===== src/rtl/mcs_pkg.sv =====
package mcs_pkg;

  typedef enum logic [1:0] {
    CTL_IDLE = 2'd0,
    CTL_GAP  = 2'd1,
    CTL_XFER = 2'd2
  } ctl_state_e;

  // index of the least significant set bit, 0 when none is set
  function automatic int lowest_set(input logic [31:0] m);
    int r;
    r = 0;
    for (int i = 31; i >= 0; i--) begin
      if (m[i]) r = i;
    end
    return r;
  endfunction

  // remove the least significant set bit
  function automatic logic [31:0] clear_lowest(input logic [31:0] m);
    return m & (m - 32'd1);
  endfunction

  // true when at most one bit is set
  function automatic logic at_most_one(input logic [31:0] m);
    return (clear_lowest(m) == 32'd0);
  endfunction

endpackage


===== src/rtl/mcs_frame_timer.sv =====
module mcs_frame_timer #(
  parameter int PERIOD_W = 20
) (
  input  logic                clk,
  input  logic                rst_n,
  input  logic [PERIOD_W-1:0] period,
  output logic                tick
);

  logic [PERIOD_W-1:0] cnt;
  logic                at_end;

  // a count at or past the limit wraps, so shortening the period takes effect at once
  assign at_end = (cnt >= (period - PERIOD_W'(1)));

  always_ff @(posedge clk) begin
    if (!rst_n) begin
      cnt  <= '0;
      tick <= 1'b0;
    end else begin
      tick <= at_end;
      cnt  <= at_end ? '0 : cnt + PERIOD_W'(1);
    end
  end

endmodule


===== src/rtl/mcs_spi_engine.sv =====
module mcs_spi_engine #(
  parameter int N_ADC     = 16,
  parameter int XFER_BITS = 16,
  parameter int HALF_DIV  = 2
) (
  input  logic                                clk,
  input  logic                                rst_n,
  input  logic                                start,
  input  logic [XFER_BITS-1:0]                cmd,
  input  logic [N_ADC-1:0]                    miso,
  output logic                                cs_n,
  output logic                                sclk,
  output logic                                mosi,
  output logic                                done,
  output logic [N_ADC-1:0][XFER_BITS-1:0]     rx
);

  localparam int DIV_W = (HALF_DIV > 1) ? $clog2(HALF_DIV) : 1;
  localparam int BIT_W = $clog2(XFER_BITS);

  logic                 active;
  logic [DIV_W-1:0]     div;
  logic [BIT_W-1:0]     nbit;
  logic [XFER_BITS-1:0] tx_sr;
  logic                 half_end;
  logic                 rise_now;
  logic                 fall_now;
  logic                 last_bit;

  assign half_end = (div == DIV_W'(HALF_DIV - 1));
  assign rise_now = active && half_end && !sclk;
  assign fall_now = active && half_end && sclk;
  assign last_bit = (nbit == BIT_W'(XFER_BITS - 1));
  assign mosi     = !cs_n && tx_sr[XFER_BITS-1];

  always_ff @(posedge clk) begin
    if (!rst_n) begin
      active <= 1'b0;
      cs_n   <= 1'b1;
      sclk   <= 1'b0;
      div    <= '0;
      nbit   <= '0;
      tx_sr  <= '0;
      done   <= 1'b0;
    end else begin
      done <= 1'b0;
      if (!active) begin
        if (start) begin
          active <= 1'b1;
          cs_n   <= 1'b0;
          sclk   <= 1'b0;
          div    <= '0;
          nbit   <= '0;
          tx_sr  <= cmd;
        end
      end else begin
        div <= half_end ? '0 : div + DIV_W'(1);
        if (rise_now) sclk <= 1'b1;
        if (fall_now) begin
          sclk <= 1'b0;
          if (last_bit) begin
            active <= 1'b0;
            cs_n   <= 1'b1;
            done   <= 1'b1;
          end else begin
            nbit  <= nbit + BIT_W'(1);
            tx_sr <= {tx_sr[XFER_BITS-2:0], 1'b0};
          end
        end
      end
    end
  end

  // one capture register per return line, all loaded on the same rising edge
  for (genvar k = 0; k < N_ADC; k++) begin : g_rx
    always_ff @(posedge clk) begin
      if (!rst_n) begin
        rx[k] <= '0;
      end else if (rise_now) begin
        rx[k] <= {rx[k][XFER_BITS-2:0], miso[k]};
      end
    end
  end

endmodule


===== src/rtl/mcs_out_stage.sv =====
module mcs_out_stage
  import mcs_pkg::*;
#(
  parameter int N_ADC    = 16,
  parameter int SAMPLE_W = 16,
  parameter int MUX_W    = 6,
  parameter int IDX_W    = 4
) (
  input  logic                             clk,
  input  logic                             rst_n,
  input  logic                             load,
  input  logic [N_ADC-1:0][SAMPLE_W-1:0]   load_data,
  input  logic [N_ADC-1:0]                 load_mask,
  input  logic [MUX_W-1:0]                 load_mux,
  input  logic                             load_last,
  input  logic                             out_ready,
  output logic                             out_valid,
  output logic [SAMPLE_W-1:0]              out_data,
  output logic [MUX_W+IDX_W-1:0]           out_chan,
  output logic                             out_last,
  output logic                             drained,
  output logic                             word_fire
);

  logic [N_ADC-1:0][SAMPLE_W-1:0] hold;
  logic [N_ADC-1:0]               pend;
  logic [MUX_W-1:0]               mux_q;
  logic                           last_q;
  logic [IDX_W-1:0]               cur;

  assign cur       = IDX_W'(lowest_set(32'(pend)));
  assign out_valid = |pend;
  assign out_data  = hold[cur];
  assign out_chan  = {mux_q, cur};
  assign out_last  = last_q && out_valid && at_most_one(32'(pend));
  assign drained   = ~|pend;
  assign word_fire = out_valid && out_ready;

  always_ff @(posedge clk) begin
    if (!rst_n) begin
      hold   <= '0;
      pend   <= '0;
      mux_q  <= '0;
      last_q <= 1'b0;
    end else if (load) begin
      hold   <= load_data;
      pend   <= load_mask;
      mux_q  <= load_mux;
      last_q <= load_last;
    end else if (word_fire) begin
      pend <= N_ADC'(clear_lowest(32'(pend)));
    end
  end

endmodule


===== src/rtl/mcs_adc_sequencer.sv =====
module mcs_adc_sequencer
  import mcs_pkg::*;
#(
  parameter int N_ADC      = 16,
  parameter int N_MUX      = 64,
  parameter int SAMPLE_W   = 16,
  parameter int HALF_DIV   = 2,
  parameter int PERIOD_W   = 20,
  parameter int GAP_W      = 8,
  parameter int CMD_CH_LSB = 8,
  localparam int MUX_W     = $clog2(N_MUX),
  localparam int IDX_W     = $clog2(N_ADC),
  localparam int CHAN_W    = MUX_W + IDX_W
) (
  input  logic                clk,
  input  logic                rst_n,
  input  logic [PERIOD_W-1:0] frame_period,
  input  logic [GAP_W-1:0]    cs_gap,
  input  logic [N_ADC-1:0]    adc_enable,
  output logic                adc_cs_n,
  output logic                adc_sclk,
  output logic                adc_mosi,
  input  logic [N_ADC-1:0]    adc_miso,
  output logic                out_valid,
  input  logic                out_ready,
  output logic [SAMPLE_W-1:0] out_data,
  output logic [CHAN_W-1:0]   out_chan,
  output logic                out_last,
  output logic                overrun
);

  localparam int XFER_W  = $clog2(N_MUX + 2);
  localparam int N_XFER  = N_MUX + 1;

  // command word for transfer t: selects the channel converted next
  function automatic logic [SAMPLE_W-1:0] cmd_for(input logic [XFER_W-1:0] t);
    logic [SAMPLE_W-1:0] w;
    logic [MUX_W-1:0]    ch;
    ch = (t == XFER_W'(N_MUX)) ? '0 : MUX_W'(t);
    w  = '0;
    w[CMD_CH_LSB +: MUX_W] = ch;
    return w;
  endfunction

  ctl_state_e                     state;
  logic [XFER_W-1:0]              xfer_idx;
  logic [GAP_W-1:0]               gap_cnt;
  logic [N_ADC-1:0]               en_q;
  logic                           overrun_q;
  logic                           spi_start;
  logic [SAMPLE_W-1:0]            spi_cmd;

  // named internal events
  logic                           frame_tick;
  logic                           xfer_done;
  logic                           frame_busy;
  logic                           frame_start;
  logic                           frame_done;
  logic                           gap_ok;
  logic                           all_sent;
  logic                           launch;
  logic                           drained;
  logic                           word_fire;
  logic                           load;
  logic [MUX_W-1:0]               load_mux;
  logic                           load_last;
  logic [N_ADC-1:0][SAMPLE_W-1:0] rx_bank;

  assign frame_busy  = (state != CTL_IDLE);
  assign gap_ok      = (gap_cnt >= cs_gap);
  assign all_sent    = (xfer_idx == XFER_W'(N_XFER));
  assign frame_start = frame_tick && !frame_busy;
  assign frame_done  = (state == CTL_GAP) && all_sent && drained;
  assign launch      = (state == CTL_GAP) && !all_sent && drained && gap_ok;
  assign load        = (state == CTL_XFER) && xfer_done && (xfer_idx != '0);
  assign load_mux    = MUX_W'(xfer_idx - XFER_W'(1));
  assign load_last   = (xfer_idx == XFER_W'(N_MUX));
  assign overrun     = overrun_q;

  mcs_frame_timer #(
    .PERIOD_W (PERIOD_W)
  ) u_timer (
    .clk    (clk),
    .rst_n  (rst_n),
    .period (frame_period),
    .tick   (frame_tick)
  );

  mcs_spi_engine #(
    .N_ADC     (N_ADC),
    .XFER_BITS (SAMPLE_W),
    .HALF_DIV  (HALF_DIV)
  ) u_spi (
    .clk   (clk),
    .rst_n (rst_n),
    .start (spi_start),
    .cmd   (spi_cmd),
    .miso  (adc_miso),
    .cs_n  (adc_cs_n),
    .sclk  (adc_sclk),
    .mosi  (adc_mosi),
    .done  (xfer_done),
    .rx    (rx_bank)
  );

  mcs_out_stage #(
    .N_ADC    (N_ADC),
    .SAMPLE_W (SAMPLE_W),
    .MUX_W    (MUX_W),
    .IDX_W    (IDX_W)
  ) u_out (
    .clk       (clk),
    .rst_n     (rst_n),
    .load      (load),
    .load_data (rx_bank),
    .load_mask (en_q),
    .load_mux  (load_mux),
    .load_last (load_last),
    .out_ready (out_ready),
    .out_valid (out_valid),
    .out_data  (out_data),
    .out_chan  (out_chan),
    .out_last  (out_last),
    .drained   (drained),
    .word_fire (word_fire)
  );

  always_ff @(posedge clk) begin
    if (!rst_n) begin
      state     <= CTL_IDLE;
      xfer_idx  <= '0;
      gap_cnt   <= '0;
      en_q      <= '0;
      overrun_q <= 1'b0;
      spi_start <= 1'b0;
      spi_cmd   <= '0;
    end else begin
      spi_start <= 1'b0;
      if (state != CTL_XFER && gap_cnt != {GAP_W{1'b1}}) begin
        gap_cnt <= gap_cnt + GAP_W'(1);
      end
      if (frame_tick && frame_busy) begin
        overrun_q <= 1'b1;
      end
      unique case (state)
        CTL_IDLE: begin
          if (frame_start) begin
            en_q     <= adc_enable;
            xfer_idx <= '0;
            state    <= CTL_GAP;
          end
        end
        CTL_GAP: begin
          if (frame_done) begin
            state <= CTL_IDLE;
          end else if (launch) begin
            spi_start <= 1'b1;
            spi_cmd   <= cmd_for(xfer_idx);
            state     <= CTL_XFER;
          end
        end
        CTL_XFER: begin
          if (xfer_done) begin
            gap_cnt  <= '0;
            xfer_idx <= xfer_idx + XFER_W'(1);
            state    <= CTL_GAP;
          end
        end
        default: state <= CTL_IDLE;
      endcase
    end
  end

endmodule


===== config.mk =====
export PLATFORM = sky130hd
export DESIGN_NAME = mcs_adc_sequencer
export DESIGN_NICKNAME = d
export VERILOG_FILES = /design/src/rtl/mcs_pkg.sv /design/src/rtl/mcs_frame_timer.sv /design/src/rtl/mcs_spi_engine.sv /design/src/rtl/mcs_out_stage.sv /design/src/rtl/mcs_adc_sequencer.sv
export SDC_FILE = /design/constraint.sdc
export NUM_CORES = 1
export LEC_CHECK = 0
export ABC_AREA = 1
export BUFFER_PORTS_ARGS = -buffer_cell sky130_fd_sc_hd__clkbuf_2
export CELL_PAD_IN_SITES_DETAIL_PLACEMENT = 0
export CELL_PAD_IN_SITES_GLOBAL_PLACEMENT = 1
export CORE_MARGIN = 4
export CORE_UTILIZATION = 46
export CTS_CLUSTER_SIZE = 25
export DETAILED_ROUTE_END_ITERATION = 8
export GPL_TIMING_DRIVEN = 0
export PLACE_DENSITY_LB_ADDON = 0.15
export SETUP_SLACK_MARGIN = 0.05
export SLEW_MARGIN = 0
export SYNTH_ARGS = -nofsm -noshare
export SYNTH_HDL_FRONTEND = slang
export SYNTH_SLANG_ARGS = --single-unit

===== constraint.sdc =====
create_clock -name clk -period 3.17 [get_ports clk]
set_input_delay 0.317 -clock clk [delete_from_list [all_inputs] [get_ports clk]]
set_output_delay 0.317 -clock clk [all_outputs]
set_load 0.02 [all_outputs]

==> flow_summary.toml, run 1 <==
[grt]
grt.met3_usage_pct = 4.416
grt_pass1_vias = 23660
track_usage_pct = 28.16
grt_pass1_wl_um = 133400
antenna_found_initial = 2
gr-total-overflow = 0
grt_use_met2_pct = 46.80
grt.busiest_layer = "met2"
use_met1_pct = 37.44
grt_max_degree = 14

[status]
violations = "setup timing"
outcome = "finished with violations"

[timing]
setup_ws_ns = -0.1420
final-hold-violation-count = 0
slew_headroom_pct = 25.04
worst_slew_pin_slew_ns = 1.124
rsz0062_at_grt = "yes"
fin_tns_setup_ns = -1.426
fmax_ghz = 0.3019
post-route-period-util_pct = 104.5
final_max_slew_viol_count = 0
fin_crit_ns = 3.312
setup_viol = 16
clock_skew_ns = 0.01815
whs_ns = 0.04300

[synthesis]
yosysTopAreaCell = "dfxtp_1"
netlist_area_um2 = 26020
synth_top_area_share_pct = 47.24
postSynthAreaPerCell_um2 = 7.313
syn_nets = 3657
async_flop_share_pct = 0
yosysUniqueCellTypes = 43
synth-edff-count = 0
synthCells = 3558
ys_ff_latch = 614
synth_ff_type = "dfxtp_1"
yosys_warnings = 0
synthTopCellsByArea = "dfxtp_1 47%, o21ai_0 11%, nor2_1 11%"
synth_common_cells = "745 x nor2_1, 614 x dfxtp_1, 573 x o21ai_0, 316 x nand3_1, 303 x inv_1"
yosys.cell_count.top_type = "nor2_1"
ys_seq_area_share_pct = 47.24

[drt]
drc = 0
via_per_inst = 5.405
ant_nets = 0
first_pass_iters = 6
wire_per_inst_um = 19.20
drt_iter0_drc = 1923
wl_um = 87460
vias = 24610

[setup_path]
r2r_slack_ns = 0.29
worst_setup_path_start_kind = "flip-flop"
cp_max_fo = 5
worstPathArrival_ns = 2.99
worstSetupPathType = "flip-flop to output port"
crit_path_end_kind = "output port"
cp.required_ns = 2.85

[clock_network]
clk_latency_ns = 0.61
clk_pin_slew_ns = 0.06
root_buffer = "clkbuf_16"
ctsLongestPathBuffers = 3
cts_max_level = 3
cts_buffers = 68
cts_tree = "done"
cts.sinks = 614

[die]
coreArea_um2 = 55520
start_util_pct = 46.86
boundaryPins = 95
rows = 86
die-area_um2 = 60430
die_h_um = 245.8
die_width_um = 245.8

[job]
max_cap_viol_count = 0

[power]
power_density_nw_per_um2 = 683.0
p_leak_nw = 13.50
ir_drop_mv = 0.4565

[cells_and_area]
instances_no_fill = 4554
diodes = 0
nets = 3860
drive_gt1_share_pct = 12.14
area_growth_pct = 20.88
fin_util_pct = 56.65

[placement]
gp_congestion = 0.9424
hpwl_um = 64490
dp.cells = 4399
port_buffers = 93

[hold_path]
worst_hold_path_type = "input port to flip-flop"
## placed cells by master (no fill, tap or decap), drive strengths merged, types with 3 or more instances in the layout
cell and instances:
xor2 24, inv 316, nor4 5, buf 73, a31oi 8, clkinv 9, clkbuf 380, dlygate4sd3 30
nor2 753, a221oi 12, nand3 316, ha 36, nand3b 66, nor3 43, bufinv 5, o21ai 573
nand4 10, a211oi 7, nand2 258, xnor2 11, dfxtp 614, clkinvlp 3, a21oi 244
## layout make-up
type	count	area, um^2
buffer	253	1410
clock buffer	97	1973
clock inverter	18	249.0
fill	5329	24070
inverter	315	1187
multi-input combinational	2376	12340
sequential	614	12300
tap	748	935.9
timing repair buffer	133	1060
## worst max-delay path, cell delays in order, from the launching register on
cell and delay [ns]:
dfxtp_2 0.33, inv_2 0.06, nand2_2 0.05, nand2_2 0.05, nand2_2 0.04, nand2_1 0.05, nand2_1 0.04, nand2_1 0.05
nand2_1 0.06, nand2_1 0.06, nand2_1 0.05, nand2_1 0.06, nand2_1 0.06, nand2_1 0.08, nand2_2 0.07, nand2_4 0.14
nand2_8 0.10, clkbuf_16 0.19, clkbuf_16 0.18, nand2_1 0.07, nand3_2 0.08, nand3_2 0.12, nand3_4 0.12, nand2_4 0.11
clkbuf_8 0.14
## metal layers
metal	vias up	share of wire [%]
li1	12090	-
met2	689	46
met4	0	3.8
met3	171	5.6
met1	11670	45
met5	-	0
## power by group
part	internal, W	switching, W
clock network	0.00474	0.00324
registers	0.00774	0.0000240
logic	0.00210	0.00364
total	0.0146	0.00690
## final timing paths
check / start / endpoint / depth (start not counted)
worst min register to register: overrun / overrun / 2
worst max-delay path: u_out.pend[14] / out_data[1] / 24
worst max register to register: xfer_idx[4] / u_out.hold[255] / 7
worst min-delay path: adc_enable[15] / en_q[15] / 3
## sequential cells by signal, indices dropped and copies added, names as in the netlist, 2 cells and up
| name | count |
|---|---|
| en_q | 16 |
| gap_cnt | 8 |
| spi_cmd | 6 |
| state | 2 |
| u_out.hold | 256 |
| u_out.mux_q | 6 |
| u_out.pend | 16 |
| u_spi.nbit | 4 |
| u_spi.rx | 256 |
| u_spi.tx_sr | 8 |
| u_timer.cnt | 20 |
| xfer_idx | 7 |
## timing repair
item	4_1_cts	5_1_grt
gates cloned	0	6
pin swaps	27	24
endpoints found under the hold margin	30	0
buffers inserted	2	1
setup endpoints to repair	18	24
hold buffers	30	0
gates resized for setup	217	125
## kinds of logic (layout without fill, tap and decap cells)
kind of cell / Yosys count / after routing / share of synthesized area, %
simple gates: 1453 / 1453 / 24.15
compound gates: 852 / 852 / 16.97
flops: 614 / 614 / 47.24
buf+inv: 568 / 816 / 8.723
fa+ha+maj: 36 / 36 / 1.731
xor+xnor: 35 / 35 / 1.178
## per-stage QoR
stage,area [um^2],total power (W),setup slack (ns)
6_report,31450,0.02148,-0.1420
4_1_cts,30780,0.02080,-0.1375
3_5_place_dp,27420,0.01191,-0.4219
2_1_floorplan,26020,0.01037,0.4412
5_1_grt,31450,0.02219,-0.2935
3_3_place_gp,27420,0.01188,-0.4198
No activity file was read; power rests on OpenSTA's default activity.
==> run 2: changes to the inputs <==
Settings changed: CORE_ASPECT_RATIO set to 1.1.
==> run 2 against run 1 <==
Net effect: the run still ends with setup timing left; largest cell class is now sequential cells; critical path depth is 1 lower; combinational power is 2% lower; die area hardly changed; maximum frequency is 1.3% higher; via count hardly changed; cell area is 0.14% lower; sequential share of layout area hardly changed.
==> flow_summary.toml, run 2 (synthesis results as in run 1) <==
[status]
outcome = "finished with violations"
violations = "setup timing"

[timing]
final_max_slew_viol_count = 0
setup_ws_ns = -0.1010
post-route-period-util_pct = 103.2
worst_slew_pin_slew_ns = 1.310
whs_ns = 0.03072
fmax_ghz = 0.3057
setup_viol = 16
slew_headroom_pct = 11.52
fin_crit_ns = 3.271
clock_skew_ns = 0.01950
final-hold-violation-count = 0
rsz0062_at_grt = "yes"

[placement]
port_buffers = 93
gp_congestion = 0.9339
hpwl_um = 64140
place_area_um2 = 27420

[setup_path]
worst_setup_path_start_kind = "flip-flop"
r2r_slack_ns = 0.30
max_stage_delay_ns = 0.33
worstPathArrival_ns = 2.95
crit_path_end_kind = "output port"
path_cells = "inv_2 -> nand2_1 -> nand2_1 -> nand2_1 -> nand2_1 -> nand2_1 -> nand2_1 -> nand2_1 -> nand2_1 -> nand2_1 -> nand2_1 -> nand2_1 -> nand2_1 -> nand2_2 -> nand2_4 -> buf_12 -> buf_8 -> nand3_1 -> nand3_1 -> nand3_1 -> nand3_2 -> nand2_2 -> buf_8"
critical_path.slowest_cell = "dfxtp_2"
cp_common_cell = "nand2_1"
cp.required_ns = 2.85
cp_max_fo = 10
rr_worst_depth = 7
worstSetupPathType = "flip-flop to output port"

[grt]
grt_max_degree = 15
grt_pass1_vias = 23510
grt.busiest_layer = "met2"
use_met1_pct = 35.29
gr-total-overflow = 0
grt_pass1_wl_um = 132900
grt.met3_usage_pct = 3.880
track_usage_pct = 27.58
grt_use_met2_pct = 46.92
antenna_found_initial = 1

[cells_and_area]
final_common_cell = "nor2_1"
nets = 3860
most-common-layout-cells = "743 x nor2_1, 611 x dfxtp_1, 573 x o21ai_0"
reg_top3 = "u_out.hold: 256 flops, u_spi.rx: 256 flops, u_timer.cnt: 20 flops"
stdcell_area_um2 = 31410
area_growth_pct = 20.71
fin_util_pct = 56.07
fillCellCount = 5344
drive_gt1_share_pct = 12.21

[clock_network]
clk_pin_slew_ns = 0.06
cts_tree = "done"
ctsLongestPathBuffers = 3
clk_latency_ns = 0.61
cts_buffers = 67
cts.sinks = 614
root_buffer = "clkbuf_16"
cts_max_level = 3

[die]
boundaryPins = 95
die-area_um2 = 60440
coreArea_um2 = 56020
rows = 91
die_width_um = 234.8
start_util_pct = 46.45
die_h_um = 257.4

[drt]
first_pass_iters = 8
wl_um = 86380
drt_iter0_drc = 1994
vias = 24600
ant_nets = 0
wire_per_inst_um = 18.98
drc = 0
via_per_inst = 5.405

[job]
max_cap_viol_count = 0

[hold_path]
worst_hold_path_type = "input port to flip-flop"
worstHoldPathCells = 3

[power]
p_leak_nw = 13.51
ir_drop_mv = 0.6043
power_density_nw_per_um2 = 681.0
-- run 2: layout make-up --
| cell class | count | area [um^2] | area share, % |
|---|---|---|---|
| inverters | 315 | 1187 | 3.780 |
| plain buffers | 253 | 1386 | 4.414 |
| well taps | 744 | 930.9 | 2.964 |
| diodes | 1 | 2.502 | 0.007967 |
| multi-input cells | 2376 | 12290 | 39.11 |
| clock inverters | 17 | 220.2 | 0.7011 |
| repair buffers | 134 | 1092 | 3.478 |
| clock buffers | 98 | 2008 | 6.394 |
| flip-flops and latches | 614 | 12300 | 39.15 |
-- run 2: repair_timing --
action	CTS	global route
pin swaps	13	24
hold endpoints to repair	30	0
gates cloned	4	0
endpoints found under the setup margin	18	36
setup buffers	6	1
resized for setup	243	88
hold buffers	30	0
-- run 2: where the power goes --
| group | total (W) | switching [W] | internal, W |
|---|---|---|---|
| Sequential | 0.00777 | 0.0000241 | 0.00774 |
| Combinational | 0.00564 | 0.00355 | 0.00209 |
| Clock | 0.00798 | 0.00319 | 0.00479 |
| Total | 0.0214 | 0.00676 | 0.0146 |
-- run 2: final timing paths --
kind	startpoint	to
worst max-delay path	u_out.pend[14]	out_data[12]
worst min-delay path	adc_miso[10]	u_spi.rx[160]
worst max register to register	xfer_idx[4]	u_out.hold[45]
worst min register to register	overrun	overrun
-- run 2: critical path, delay by kind of cell (launching register included) --
kind	cells	cell delay, ns
buf+inv	4	0.52
flops	1	0.33
simple gates	19	1.48
-- run 2: routing by layer --
layer / routed length (um) / up-vias
met2: 40860 / 723
met4: 3517 / 0
met5: 0 / -
li1: - / 12090
met1: 36930 / 11620
met3: 5082 / 177
-- run 2: stage by stage --
step	instances	setup WS, ns	power, W	setup TNS, ns
floorplan	3558	0.4412	0.01037	0
global placement	4395	-0.3501	0.01185	-6.425
detailed placement	4395	-0.3502	0.01187	-7.648
CTS	4550	-0.1395	0.02104	-1.283
global route	4551	-0.2755	0.02212	-3.743
finish	4552	-0.1010	0.02139	-0.9761
